### config.mk
export PLATFORM = sky130hd
export DESIGN_NAME = dma4_regfile
export DESIGN_NICKNAME = d
export VERILOG_FILES = /design/src/rtl/dma4_pkg.sv /design/src/rtl/dma4_byteptr.sv /design/src/rtl/dma4_chan.sv /design/src/rtl/dma4_ctrl.sv /design/src/rtl/dma4_regfile.sv
export SDC_FILE = /design/constraint.sdc
export NUM_CORES = 1
export LEC_CHECK = 0
export CORE_MARGIN = 10
export CORE_UTILIZATION = 38
export DETAILED_ROUTE_END_ITERATION = 12
export HOLD_SLACK_MARGIN = 0.02
export PLACE_DENSITY = 0.7
export SLEW_MARGIN = 20
export SYNTH_ARGS = -nofsm -noshare
export SYNTH_HDL_FRONTEND = slang
export SYNTH_SLANG_ARGS = --single-unit
export TNS_END_PERCENT = 10
### constraint.sdc
create_clock -name clk -period 5.8 [get_ports clk]
set_input_delay 1.16 -clock clk [delete_from_list [all_inputs] [get_ports clk]]
set_output_delay 1.16 -clock clk [all_outputs]
set_load 0.05 [all_outputs]
### src/rtl/dma4_pkg.sv
package dma4_pkg;
  localparam int NCH    = 4;
  localparam int CH_W   = 2;
  localparam int BASE_W = 16;

  localparam logic [3:0] OFS_CMD    = 4'd8;
  localparam logic [3:0] OFS_REQ    = 4'd9;
  localparam logic [3:0] OFS_MASK1  = 4'd10;
  localparam logic [3:0] OFS_MODE   = 4'd11;
  localparam logic [3:0] OFS_PTRCLR = 4'd12;
  localparam logic [3:0] OFS_MRESET = 4'd13;
  localparam logic [3:0] OFS_MCLR   = 4'd14;
  localparam logic [3:0] OFS_MALL   = 4'd15;

  localparam int MODE_DEC_BIT = 5;

  // a command is accepted when it is zero or only uses bit 2
  function automatic logic cmd_supported(input logic [7:0] d);
    return (d & 8'hFB) == 8'h00;
  endfunction
endpackage

### src/rtl/dma4_byteptr.sv
module dma4_byteptr (
  input  logic clk,
  input  logic rst_n,
  input  logic access,
  input  logic clear,
  output logic ptr
);
  always_ff @(posedge clk) begin
    if (!rst_n)      ptr <= 1'b0;
    else if (clear)  ptr <= 1'b0;
    else if (access) ptr <= ~ptr;
  end

  AST_PTR_TOGGLE: assert property (@(posedge clk) disable iff (!rst_n)
    access && !clear |=> ptr != $past(ptr));
  AST_PTR_CLEAR: assert property (@(posedge clk) disable iff (!rst_n)
    clear |=> !ptr);
endmodule

### src/rtl/dma4_chan.sv
module dma4_chan
  import dma4_pkg::*;
#(
  parameter int SHIFT = 0,
  localparam int CUR_W = BASE_W + SHIFT
) (
  input  logic             clk,
  input  logic             rst_n,
  input  logic             wr_lo,
  input  logic             wr_hi,
  input  logic             sel_cnt,
  input  logic [7:0]       wdata,
  input  logic             prog_ld,
  input  logic [CUR_W-1:0] prog_val,
  input  logic             dec,
  output logic [CUR_W-1:0] cur_addr,
  output logic [BASE_W-1:0] base_cnt,
  output logic [CUR_W-1:0] addr_view,
  output logic [CUR_W-1:0] cnt_view
);
  logic [BASE_W-1:0] base_addr;
  logic [CUR_W-1:0]  prog_q;
  logic [BASE_W-1:0] reload_base;
  logic              reload;

  function automatic logic [CUR_W-1:0] addr_calc(input logic [CUR_W-1:0] cur,
                                                 input logic [CUR_W-1:0] prog,
                                                 input logic down);
    return down ? cur - prog : cur + prog;
  endfunction

  function automatic logic [CUR_W-1:0] cnt_calc(input logic [BASE_W-1:0] cnt,
                                                input logic [CUR_W-1:0] prog);
    return (CUR_W'(cnt) << SHIFT) - prog;
  endfunction

  assign reload      = wr_hi;
  assign reload_base = sel_cnt ? base_addr : {wdata, base_addr[7:0]};

  always_ff @(posedge clk) begin
    if (!rst_n) begin
      base_addr <= '0;
      base_cnt  <= '0;
      cur_addr  <= '0;
      prog_q    <= '0;
    end else begin
      if (wr_lo) begin
        if (sel_cnt) base_cnt[7:0]  <= wdata;
        else         base_addr[7:0] <= wdata;
      end
      if (reload) begin
        if (sel_cnt) base_cnt[15:8]  <= wdata;
        else         base_addr[15:8] <= wdata;
        cur_addr <= CUR_W'(reload_base) << SHIFT;
        prog_q   <= '0;
      end else if (prog_ld) begin
        prog_q <= prog_val;
      end
    end
  end

  assign addr_view = addr_calc(cur_addr, prog_q, dec);
  assign cnt_view  = cnt_calc(base_cnt, prog_q);

  AST_RELOAD_CLEARS_PROG: assert property (@(posedge clk) disable iff (!rst_n)
    reload |=> cnt_view == (CUR_W'(base_cnt) << SHIFT));
  AST_PROG_LOAD: assert property (@(posedge clk) disable iff (!rst_n)
    prog_ld && !reload && !wr_lo |=> cnt_view == (CUR_W'(base_cnt) << SHIFT) - $past(prog_val));
endmodule

### src/rtl/dma4_ctrl.sv
module dma4_ctrl
  import dma4_pkg::*;
(
  input  logic           clk,
  input  logic           rst_n,
  input  logic           wr_en,
  input  logic [3:0]     ofs,
  input  logic [7:0]     wdata,
  input  logic           stat_rd,
  input  logic [NCH-1:0] tc_hit,
  output logic [7:0]     cmd,
  output logic [NCH-1:0] mask,
  output logic [2*NCH-1:0] status,
  output logic [8*NCH-1:0] mode_flat,
  output logic           ptr_clear
);
  logic [7:0]       mode_q [NCH];
  logic [2*NCH-1:0] status_nxt;
  logic [NCH-1:0]   mask_nxt;
  logic [CH_W-1:0]  ch;
  logic             master_rst;
  logic             cmd_reject;

  assign ch         = wdata[CH_W-1:0];
  assign master_rst = wr_en && ofs == OFS_MRESET;
  assign cmd_reject = wr_en && ofs == OFS_CMD && !cmd_supported(wdata);
  assign ptr_clear  = wr_en && (ofs == OFS_PTRCLR || ofs == OFS_MRESET);

  always_comb begin
    status_nxt = status;
    if (stat_rd) status_nxt[NCH-1:0] = '0;
    if (wr_en && ofs == OFS_REQ) begin
      status_nxt[NCH + int'(ch)] = wdata[2];
      status_nxt[int'(ch)]       = 1'b0;
    end
    if (master_rst) status_nxt = '0;
    status_nxt[NCH-1:0] = status_nxt[NCH-1:0] | tc_hit;
  end

  always_comb begin
    mask_nxt = mask;
    if (wr_en) begin
      unique case (ofs)
        OFS_MASK1:  mask_nxt[ch] = wdata[2];
        OFS_MRESET: mask_nxt = '1;
        OFS_MCLR:   mask_nxt = '0;
        OFS_MALL:   mask_nxt = wdata[NCH-1:0];
        default:    mask_nxt = mask;
      endcase
    end
  end

  always_ff @(posedge clk) begin
    if (!rst_n) begin
      cmd    <= '0;
      mask   <= '1;
      status <= '0;
    end else begin
      mask   <= mask_nxt;
      status <= status_nxt;
      if (master_rst) cmd <= '0;
      else if (wr_en && ofs == OFS_CMD && cmd_supported(wdata)) cmd <= wdata;
    end
  end

  for (genvar n = 0; n < NCH; n++) begin : g_mode
    always_ff @(posedge clk) begin
      if (!rst_n) mode_q[n] <= '0;
      else if (wr_en && ofs == OFS_MODE && int'(ch) == n) mode_q[n] <= wdata;
    end
    assign mode_flat[8*n +: 8] = mode_q[n];
  end

  AST_CMD_REJECT: assert property (@(posedge clk) disable iff (!rst_n)
    cmd_reject |=> $stable(cmd));
  AST_MASTER_MASK: assert property (@(posedge clk) disable iff (!rst_n)
    master_rst |=> mask == '1 && cmd == '0);
  AST_STAT_RD_CLEAR: assert property (@(posedge clk) disable iff (!rst_n)
    stat_rd && tc_hit == '0 |=> status[NCH-1:0] == '0);
  AST_TC_STICKY: assert property (@(posedge clk) disable iff (!rst_n)
    tc_hit != '0 |=> (status[NCH-1:0] & $past(tc_hit)) == $past(tc_hit));
endmodule

### src/rtl/dma4_regfile.sv
module dma4_regfile
  import dma4_pkg::*;
#(
  parameter int WORD_SHIFT = 0,
  localparam int CUR_W = BASE_W + WORD_SHIFT
) (
  input  logic                  clk,
  input  logic                  rst_n,
  input  logic                  io_sel,
  input  logic                  io_wr,
  input  logic                  io_rd,
  input  logic [3:0]            io_port,
  input  logic [7:0]            io_wdata,
  output logic [7:0]            io_rdata,
  input  logic [NCH-1:0]        prog_load,
  input  logic [CUR_W-1:0]      prog_value,
  input  logic [NCH-1:0]        tc_hit,
  output logic [NCH-1:0]        mask_o,
  output logic [NCH-1:0]        req_o,
  output logic [7:0]            cmd_o,
  output logic [8*NCH-1:0]      mode_o,
  output logic [NCH*CUR_W-1:0]  cur_addr_o,
  output logic [NCH*BASE_W-1:0] base_cnt_o
);
  logic             bus_wr, bus_rd, is_ch, is_cnt, ch_access;
  logic             ctrl_wr, stat_rd, ptr, ptr_clear;
  logic [CH_W-1:0]  ch_idx;
  logic [2*NCH-1:0] status;
  logic [CUR_W-1:0] addr_view [NCH];
  logic [CUR_W-1:0] cnt_view  [NCH];
  logic [7:0]       rdata_nxt;

  function automatic logic [7:0] pick_byte(input logic [CUR_W-1:0] v, input logic hi);
    logic [CUR_W-1:0] s;
    s = v >> (WORD_SHIFT + (hi ? 8 : 0));
    return s[7:0];
  endfunction

  assign bus_wr    = io_sel && io_wr;
  assign bus_rd    = io_sel && io_rd && !io_wr;
  assign is_ch     = !io_port[3];
  assign ch_idx    = io_port[CH_W:1];
  assign is_cnt    = io_port[0];
  assign ch_access = is_ch && (bus_wr || bus_rd);
  assign ctrl_wr   = bus_wr && !is_ch;
  assign stat_rd   = bus_rd && io_port == OFS_CMD;

  dma4_byteptr u_ptr (
    .clk(clk), .rst_n(rst_n), .access(ch_access), .clear(ptr_clear), .ptr(ptr)
  );

  dma4_ctrl u_ctrl (
    .clk(clk), .rst_n(rst_n), .wr_en(ctrl_wr), .ofs(io_port), .wdata(io_wdata),
    .stat_rd(stat_rd), .tc_hit(tc_hit), .cmd(cmd_o), .mask(mask_o),
    .status(status), .mode_flat(mode_o), .ptr_clear(ptr_clear)
  );

  for (genvar n = 0; n < NCH; n++) begin : g_ch
    logic hit;
    assign hit = bus_wr && is_ch && int'(ch_idx) == n;
    dma4_chan #(.SHIFT(WORD_SHIFT)) u_chan (
      .clk(clk), .rst_n(rst_n),
      .wr_lo(hit && !ptr), .wr_hi(hit && ptr), .sel_cnt(is_cnt),
      .wdata(io_wdata), .prog_ld(prog_load[n]), .prog_val(prog_value),
      .dec(mode_o[8*n + MODE_DEC_BIT]),
      .cur_addr(cur_addr_o[n*CUR_W +: CUR_W]),
      .base_cnt(base_cnt_o[n*BASE_W +: BASE_W]),
      .addr_view(addr_view[n]), .cnt_view(cnt_view[n])
    );
  end

  assign req_o = status[2*NCH-1:NCH];

  always_comb begin
    if (is_ch)
      rdata_nxt = pick_byte(is_cnt ? cnt_view[ch_idx] : addr_view[ch_idx], ptr);
    else if (io_port == OFS_CMD)
      rdata_nxt = status;
    else if (io_port == OFS_MALL)
      rdata_nxt = {{(8-NCH){1'b0}}, mask_o};
    else
      rdata_nxt = 8'h00;
  end

  always_ff @(posedge clk) begin
    if (!rst_n)      io_rdata <= 8'h00;
    else if (bus_rd) io_rdata <= rdata_nxt;
  end

  AST_RESET_MASK: assert property (@(posedge clk)
    !rst_n |=> mask_o == '1 && cmd_o == 8'h00 && req_o == '0);
  AST_CTRL_RD_ZERO: assert property (@(posedge clk) disable iff (!rst_n)
    bus_rd && !is_ch && io_port != OFS_CMD && io_port != OFS_MALL |=> io_rdata == 8'h00);
endmodule

# ---- After elaboration in Yosys (flattened, before gate mapping)
# Memories as Yosys holds them, arrays and structs flattened.
# Cells that the tools add are included.
# Widths: inputs -> output; s select.
dict set report totals {
  output_inout_bits 184
  input_bits 41
  wordCells 189
  mem_bits_rw 32
  n_memories 1
  reg_bits 285
}
dict set report op_classes {
  mux 48
  n_lt_le_gt_ge 7
  shift 1
  bitwise_logic 11
  n_eq_ne 14
  n_reduce_logical 64
  add_sub_neg 13
}
# memory words word_bits rd rd_clocked_by_memory_dff write_ports line_no
set memory_table {}
lappend memory_table {u_ctrl.mode_q 4 8 4 0 4 dma4_ctrl.sv:17} ;# logic [7:0] mode_q [NCH];
# op count
set op_table {}
lappend op_table {{$mux 16} 13}
lappend op_table {{$sub 16x16->16} 8}
lappend op_table {{$add 16x16->16} 4}
lappend op_table {{$bmux 16 s2} 2}
lappend op_table {{$mux 8} 6}
lappend op_table {{$reduce_and 2->1} 17}
lappend op_table {{$eq 4x4->1 const B} 8}
lappend op_table {{$ge 32x1->1 const B} 1}
lappend op_table {{$logic_and 1x1->1} 32}
lappend op_table {{$lt 32x5->1 const B} 1}
lappend op_table {{$mux 4} 5}
lappend op_table {{$mux 1} 16}
lappend op_table {{$pmux 4 s4} 1}
lappend op_table {{$shr 16x4->8} 1}
lappend op_table {{$reduce_or 2->1} 6}
lappend op_table {{$and 8x8->8} 1}
lappend op_table {{$bwmux 8} 1}
lappend op_table {{$eq 2x2->1 const B} 4}
lappend op_table {{$logic_not 8->1} 1}
lappend op_table {{$not 4->8} 1}
lappend op_table {{$add 3x2->4 const A} 1}
lappend op_table {{$bwmux 4} 1}
lappend op_table {{$demux 1 s2} 2}
lappend op_table {{$eq 2x1->1 const B} 2}
lappend op_table {{other kinds (13)} 23}

# ---- Longest topological paths before layout
dict set report depth {
  ltp_word 10
  depth_mapped 17
  mapped_depth_nobuf 17
}

# ---- Hierarchy
# A second synthesis with hierarchy kept.
dict set report hier_totals {
  hier_cells 2381
  hier_area_um2 20812.5
}
# module instances seq_area_each_um2 area_per_inst_um2 cells_each
set modules_own_cells {}
lappend modules_own_cells {{dma4_chan at g_ch[1].u_chan ...} 2 1281.2 4316.6 526}
lappend modules_own_cells {{dma4_chan at g_ch[3].u_chan} 1 1281.2 4231.6 514}
lappend modules_own_cells {{dma4_chan at g_ch[0].u_chan} 1 1281.2 4171.5 497}
lappend modules_own_cells {dma4_ctrl 1 1361.3 2122.0 174}
lappend modules_own_cells {dma4_regfile 1 160.2 1612.8 141}
lappend modules_own_cells {dma4_byteptr 1 20.0 41.3 3}

# ---- Worst setup path after synthesis
# No wires, ideal clock.
dict set report synth_path {
  kind {input port to flip-flop}
  startpoint {in io_port[0]}
  endpoint {mem u_ctrl.mode_q[0][0] (enable)}
  required_time_ps 5416
  setup_time_ps 384
  arrival_time_ps 3082
  stages 6
  path_buffers 4
  path_slack_ps 2334
  cell_sequence {clkbuf_1 -> clkbuf_1 -> clkbuf_1 -> clkbuf_1 -> nand3_1 -> o21ai_0}
}
# item line_no
set synth_lines {}
lappend synth_lines {{from (decl)} dma4_regfile.sv:12} ;# input logic [3:0] io_port,
lappend synth_lines {{to (decl)} dma4_ctrl.sv:17}

# ---- Final worst setup path
dict set report layout_path {
  startpoint {reg g_ch[0].u_chan.prog_q[1]}
  endpoint {reg io_rdata[7]}
}
dict set report layout_between {
  elab_chain_cells 8
  elab_cells_between_ends 13
  classes_between {add/sub: 3; shift: 1; mux: 9}
}
# item line_no
set layout_lines {}
lappend layout_lines {{from (decl)} dma4_chan.sv:22} ;# logic [CUR_W-1:0] prog_q;
lappend layout_lines {{from (signal assigned)} dma4_chan.sv:57} ;# prog_q <= prog_val;
lappend layout_lines {{$add 16x16->16 / $sub 16x16->16 (equally long branches)} dma4_chan.sv:29} ;# return down ? cur - prog : cur + prog;
lappend layout_lines {{$mux 16} dma4_chan.sv:29}
lappend layout_lines {{$bmux 16 s2} dma4_regfile.sv:76} ;# rdata_nxt = pick_byte(is_cnt ? cnt_view[ch_idx] : addr_view[ch_idx], ptr);
lappend layout_lines {{$mux 16 (not written as such) (2 in a row)} dma4_regfile.sv:76}
lappend layout_lines {{$mux 16 *} dma4_regfile.sv:76}
lappend layout_lines {{$shr 16x4->8 *} dma4_regfile.sv:35} ;# s = v >> (WORD_SHIFT + (hi ? 8 : 0));
lappend layout_lines {{$mux 8 *} dma4_regfile.sv:75} ;# if (is_ch)
lappend layout_lines {{to (signal assigned)} dma4_regfile.sv:87} ;# else if (bus_rd) io_rdata <= rdata_nxt;
lappend layout_lines {{to (decl)} dma4_regfile.sv:14} ;# output logic [7:0] io_rdata,
# Every way passes the cells marked *; elsewhere a longest branch is shown, timed or not. The select of a mux whose other input is x is not followed.
# A chain may end at the register's enable or synchronous reset.

==> report_table.html <==
<table>
<tr><th>Metric</th><th>Value</th></tr>
<tr><th colspan="2">Run status</th></tr>
<tr><td>Run status</td><td>finished clean</td></tr>
<tr><th colspan="2">GRT</th></tr>
<tr><td>Vias in the first global route</td><td>roughly 18000</td></tr>
<tr><td>Pin count of the biggest net entering global routing</td><td>79</td></tr>
<tr><td>Combined global-route utilization of all metal layers</td><td>23.6%</td></tr>
<tr><td>Global-route wire length before repair</td><td>between 100 and 150 mm</td></tr>
<tr><td>Total grt overflow</td><td>0</td></tr>
<tr><td>Antenna violations before repair</td><td>0</td></tr>
<tr><th colspan="2">Power and ir drop</th></tr>
<tr><td>Reported net switching power</td><td>1830 uW</td></tr>
<tr><td>Share of power burned in combinational logic</td><td>a little over a fifth</td></tr>
<tr><td>Part of the power in registers</td><td>38.5%</td></tr>
<tr><td>Clock network fraction of design power</td><td>40.3%</td></tr>
<tr><td>Maximum VDD drop</td><td>0.000163 V</td></tr>
<tr><td>Internal Dissipation</td><td>4170 uW</td></tr>
<tr><td>Lkg Pwr</td><td>around 0.0087 uW</td></tr>
<tr><td>Total power</td><td>between 6000 and 7000 uW</td></tr>
<tr><td>Share of total power consumed by net switching</td><td>30.6%</td></tr>
<tr><td>Power density normalized to cell area</td><td>about 260 nW/um^2</td></tr>
<tr><th colspan="2">Synthesis</th></tr>
<tr><td>Post-synth top area share</td><td>29.7%</td></tr>
<tr><td>Main synth FF type</td><td>sky130_fd_sc_hd__dfxtp_1</td></tr>
<tr><td>Distinct cells, synth</td><td>75</td></tr>
<tr><td>Dominant cells by area after synthesis</td><td>sky130_fd_sc_hd__dfxtp_1, sky130_fd_sc_hd__ha_1, sky130_fd_sc_hd__mux2i_1</td></tr>
<tr><td>Synth Area per Inst</td><td>slightly above 8 um^2</td></tr>
<tr><td>Sequential-to-total area share from yosys stat</td><td>34.7%</td></tr>
<tr><td>Post-synthesis instance area</td><td>19200 um^2</td></tr>
<tr><td>Cell type contributing the most total cell area after synthesis</td><td>sky130_fd_sc_hd__dfxtp_1</td></tr>
<tr><td>Share of synthesized flip-flops with an asynchronous set or reset</td><td>0%</td></tr>
<tr><td>Number of flops mapped to enable cells by yosys</td><td>32</td></tr>
<tr><td>Warnings, synthesis</td><td>0</td></tr>
<tr><td>Post-synthesis instance total</td><td>around 2300</td></tr>
<tr><td>Number of synthesized register bits</td><td>between 300 and 400</td></tr>
<tr><th colspan="2">Floorplanning</th></tr>
<tr><td>Io pins</td><td>between 200 and 250</td></tr>
<tr><td>Chip width</td><td>~240 um</td></tr>
<tr><td>Core outline area</td><td>between 50000 and 60000 um^2</td></tr>
<tr><td>Die span in y</td><td>about 240 um</td></tr>
<tr><td>Cell Rows</td><td>82</td></tr>
<tr><td>Die area</td><td>60000 um^2</td></tr>
<tr><td>Starting density of the core</td><td>between 30% and 40%</td></tr>
<tr><th colspan="2">Clock network</th></tr>
<tr><td>Clock tree from TritonCTS</td><td>done</td></tr>
<tr><td>Post-CTS Hold Fix Bufs</td><td>0</td></tr>
<tr><td>Post-cts resize count</td><td>0</td></tr>
<tr><td>Number of clock buffers inserted by TritonCTS</td><td>37</td></tr>
<tr><td>Clock network latency to the later pin of the worst-skew pair</td><td>about 0.56 ns</td></tr>
<tr><td>Total number of clock tree sinks</td><td>roughly 320</td></tr>
<tr><td>Bufs on Longest Clock Path</td><td>3</td></tr>
<tr><td>Buffers inserted by post-CTS timing repair</td><td>0</td></tr>
<tr><td>Root cell of the clock tree</td><td>sky130_fd_sc_hd__clkbuf_16</td></tr>
<tr><td>Clock H-tree levels</td><td>2</td></tr>
<tr><td>Post-CTS clock slew at the launch and capture registers of the worst setup and hold paths</td><td>0.07 ns</td></tr>
<tr><th colspan="2">STA</th></tr>
<tr><td>Rel. slew slack</td><td>between 20% and 30%</td></tr>
<tr><td>Transition time at the pin with the least slew margin</td><td>1.17 ns</td></tr>
<tr><td>Peak Freq</td><td>roughly 240 MHz</td></tr>
<tr><td>Tcrit/Tclk final</td><td>73.1%</td></tr>
<tr><td>PnR worst setup slack</td><td>roughly 1.6 ns</td></tr>
<tr><td>Final Max Tran Viols</td><td>0</td></tr>
<tr><td>Final Critical Period</td><td>4.24 ns</td></tr>
<tr><td>Setup repair after global routing missed its margin</td><td>no</td></tr>
<tr><td>Final-report setup violation count</td><td>0</td></tr>
<tr><td>Worst setup skew after layout</td><td>slightly above 0.02 ns</td></tr>
<tr><td>Accumulated negative setup slack</td><td>0 ns</td></tr>
<tr><td>Number of failing hold endpoints at the final stage</td><td>0</td></tr>
<tr><td>WHS</td><td>0.451 ns</td></tr>
<tr><th colspan="2">Layout</th></tr>
<tr><td># diodes</td><td>0</td></tr>
<tr><td>Storage element area</td><td>6670 um^2</td></tr>
<tr><td>Area taken by multi-input logic gates</td><td>around 12000 um^2</td></tr>
<tr><td>Fillers</td><td>roughly 5000</td></tr>
<tr><td>Layout Area Growth over Synthesis</td><td>21.4%</td></tr>
<tr><td>Number of cells in the finished layout apart from fillers</td><td>~3200</td></tr>
<tr><td>Net count of the finished layout</td><td>between 2000 and 3000</td></tr>
<tr><td>Share of cells above drive strength 1</td><td>under 10%</td></tr>
<tr><th colspan="2">Placed design</th></tr>
<tr><td>Detailed placer's ending HPWL</td><td>57.4 mm</td></tr>
<tr><td>Weighted congestion at the end of routability-driven global placement</td><td>about 1.0</td></tr>
<tr><td>Worst slack at placement</td><td>1.70 ns</td></tr>
<tr><td>Cells after DPL</td><td>around 3100</td></tr>
<tr><td>Number of port buffers</td><td>around 220</td></tr>
<tr><th colspan="2">Drt</th></tr>
<tr><td>WL/cell</td><td>between 20 and 25 um</td></tr>
<tr><td>Number of DRC violations after detailed-routing iteration 0</td><td>approximately 1600</td></tr>
<tr><td>Post-route DRC violation count</td><td>0</td></tr>
<tr><td>Via count</td><td>about 18000</td></tr>
<tr><td>Overall routed net length</td><td>73.9 mm</td></tr>
<tr><td>Via-to-Cell Ratio</td><td>about 5.7</td></tr>
<tr><td>Detail Route Antenna Nets</td><td>0</td></tr>
<tr><td>Number of iterations in the first detailed-routing pass</td><td>5</td></tr>
<tr><th colspan="2">Hold path</th></tr>
<tr><td>Cell depth of the worst min-delay path</td><td>2</td></tr>
<tr><td>Worst Min Path Start</td><td>g_ch[1].u_chan.base_addr[5]$_SDFFE_PN0P_</td></tr>
<tr><td>Hold WC Path Type</td><td>reg2reg</td></tr>
<tr><td>Hold-critical path endpoint</td><td>g_ch[1].u_chan.cur_addr[5]$_SDFFE_PN0P_</td></tr>
<tr><th colspan="2">Critical path</th></tr>
<tr><td>Endpoint of the worst-slack reg-to-reg timing path</td><td>io_rdata[7]$_SDFFE_PN0P_</td></tr>
<tr><td>Family with the most delay on the worst path</td><td>compound AO/OA/AOI/OAI gates</td></tr>
<tr><td>Worst setup EP type</td><td>flop</td></tr>
<tr><td>CP startpoint kind</td><td>flop</td></tr>
<tr><td>Maximum fanout count along the critical path</td><td>5</td></tr>
<tr><td>Highest-delay cell along the critical path</td><td>sky130_fd_sc_hd__a2111oi_0</td></tr>
<tr><td>Logic depth of the worst register-to-register path</td><td>14</td></tr>
<tr><td>Slowest Stage Delay on Critical Path</td><td>0.71 ns</td></tr>
<tr><td>Worst reg2reg startpoint</td><td>g_ch[0].u_chan.prog_q[1]$_SDFFE_PP0P_</td></tr>
<tr><td>Most used cell along the critical path</td><td>sky130_fd_sc_hd__ha_1</td></tr>
<tr><td>Class of the most critical setup path</td><td>reg2reg</td></tr>
<tr><td>Register-to-Register Setup Slack</td><td>1.56 ns</td></tr>
<tr><td>Series of cell instances along the critical path</td><td>inv_1, ha_1, mux2i_1, ha_1, nor2b_1, o31ai_1, a211oi_1, a2111oi_0, o41ai_1, xnor2_1, a21oi_1, o21ai_0, a211o_1, a41oi_1</td></tr>
<tr><td>Worst Path Required</td><td>~6.3 ns</td></tr>
<tr><td>CP Data Arrival Time</td><td>approximately 4.7 ns</td></tr>
<tr><td>Number of buffer and inverter instances along the worst setup path</td><td>1</td></tr>
<tr><th colspan="2">Run</th></tr>
<tr><td>Max-capacitance violation count</td><td>0</td></tr>
</table>
-- cell usage after synthesis, drive strengths merged, types with 3 or more instances --
cell and number:
and4 5, nand3b 4, a41oi 7, and3 11
o2111ai 4, o21ai 108, o22ai 7, a211o 3
a221oi 4, nor3 82, and2 34, a21oi 221
o211ai 8, fa 8, edfxtp 32, mux2i 117
or2 8, o21a 21, a22oi 8, a211oi 55
a21o 16, dfxtp 285, nor4 10, a311oi 4
nand2 241, xor2 39, or3 17, o21bai 6
a2111oi 6, o41ai 6, xnor2 113, nor2 272
nor2b 25, a21boi 4, nand2b 24, nand3 89
clkbuf 105, mux4 13, o31a 7, o31ai 11
a31oi 31, a22o 3, inv 89, ha 124
buf 16
-- tightest hold or removal path: stages, from the launching register on --
cell                      delay (ns)
sky130_fd_sc_hd__dfxtp_1        0.31
sky130_fd_sc_hd__nand2_1        0.06
sky130_fd_sc_hd__a21oi_1        0.05
-- cell usage in the layout, fill, tap and decap left out, types with 34 or more instances in the layout --
master and instances:
sky130_fd_sc_hd__nor3_1 80, sky130_fd_sc_hd__a21oi_1 219, sky130_fd_sc_hd__xnor2_1 113, sky130_fd_sc_hd__dfxtp_1 285, sky130_fd_sc_hd__buf_4 35, sky130_fd_sc_hd__nand2_1 241, sky130_fd_sc_hd__a211oi_1 54, sky130_fd_sc_hd__nor2_1 271
sky130_fd_sc_hd__clkdlybuf4s50_1 220, sky130_fd_sc_hd__and2_1 34, sky130_fd_sc_hd__mux2i_1 117, sky130_fd_sc_hd__o21ai_0 105, sky130_fd_sc_hd__xor2_1 39, sky130_fd_sc_hd__nand3_1 89, sky130_fd_sc_hd__ha_1 124, sky130_fd_sc_hd__clkbuf_16 40
sky130_fd_sc_hd__inv_1 88
-- flip-flops by register name, summed over array words and instances (netlist names) --
register / flops
g_ch.u_chan.base_addr: 64
g_ch.u_chan.base_cnt: 64
g_ch.u_chan.cur_addr: 64
g_ch.u_chan.prog_q: 64
io_rdata: 8
u_ctrl.cmd: 8
u_ctrl.mask: 4
u_ctrl.mode_q: 32
u_ctrl.status: 8
u_ptr.ptr: 1
-- metal layers --
metal	global-route usage (%)	vias up	wire, um
met2	38.8	739	34100
met1	30.3	8877	31100
met3	4.38	128	5970
li1	-	8627	-
met5	0	-	0
met4	9.11	0	2690
-- logic make-up after synthesis --
group / count (synthesis) / synth area share, %
other cells: 1 / 0.0195
buf+inv: 212 / 4.31
flops: 317 / 34.7
mux: 130 / 7.62
xor+xnor: 152 / 6.93
fa+ha+maj: 132 / 8.91
compound gates: 561 / 18.0
simple gates: 829 / 19.5
-- area by class of cell --
cell class              instances  share of cell area [%]
multi-input cells            1808                    50.4
well taps                     672                    3.60
clock inverters                15                   0.595
inverters                      91                    1.49
repair buffers                258                    10.6
clock buffers                  52                    4.74
flip-flops and latches        317                    28.6
-- through the flow --
| step | instance area, um^2 | util, % |
|---|---|---|
| floorplan | 19200 | - |
| global placement | 22100 | 44.1 |
| detailed placement | 22100 | 44.1 |
| CTS | 23300 | 46.6 |
| global route | 23300 | 46.6 |
| finish | 23300 | 46.6 |
-- power groups by stage --
stage	clock, uW	combinational [uW]	sequential [uW]
global route	2530	1360	2320
CTS	2440	1250	2310
finish	2420	1270	2310
global placement	0	1230	2360
detailed placement	0	1240	2360
floorplan	0	794	2400
-- how the worst max path moves through the flow --
stage / from / endpoint / slack [ns] / depth (start not counted)
after floorplan: io_port[0] / u_ctrl.mode_q[0][0]$_SDFFCE_PN0P_ / 2.33 / 6
after global placement: io_port[2] / g_ch[1].u_chan.prog_q[0]$_SDFFE_PP0P_ / 1.76 / 7
after detailed placement: io_port[2] / g_ch[1].u_chan.prog_q[15]$_SDFFE_PP0P_ / 1.70 / 7
after CTS: g_ch[0].u_chan.prog_q[1]$_SDFFE_PP0P_ / io_rdata[7]$_SDFFE_PN0P_ / 1.69 / 14
after global routing: g_ch[0].u_chan.prog_q[1]$_SDFFE_PP0P_ / io_rdata[7]$_SDFFE_PN0P_ / 1.36 / 14
final: g_ch[0].u_chan.prog_q[1]$_SDFFE_PP0P_ / io_rdata[7]$_SDFFE_PN0P_ / 1.56 / 14
Power figures use the tool's default switching activity.
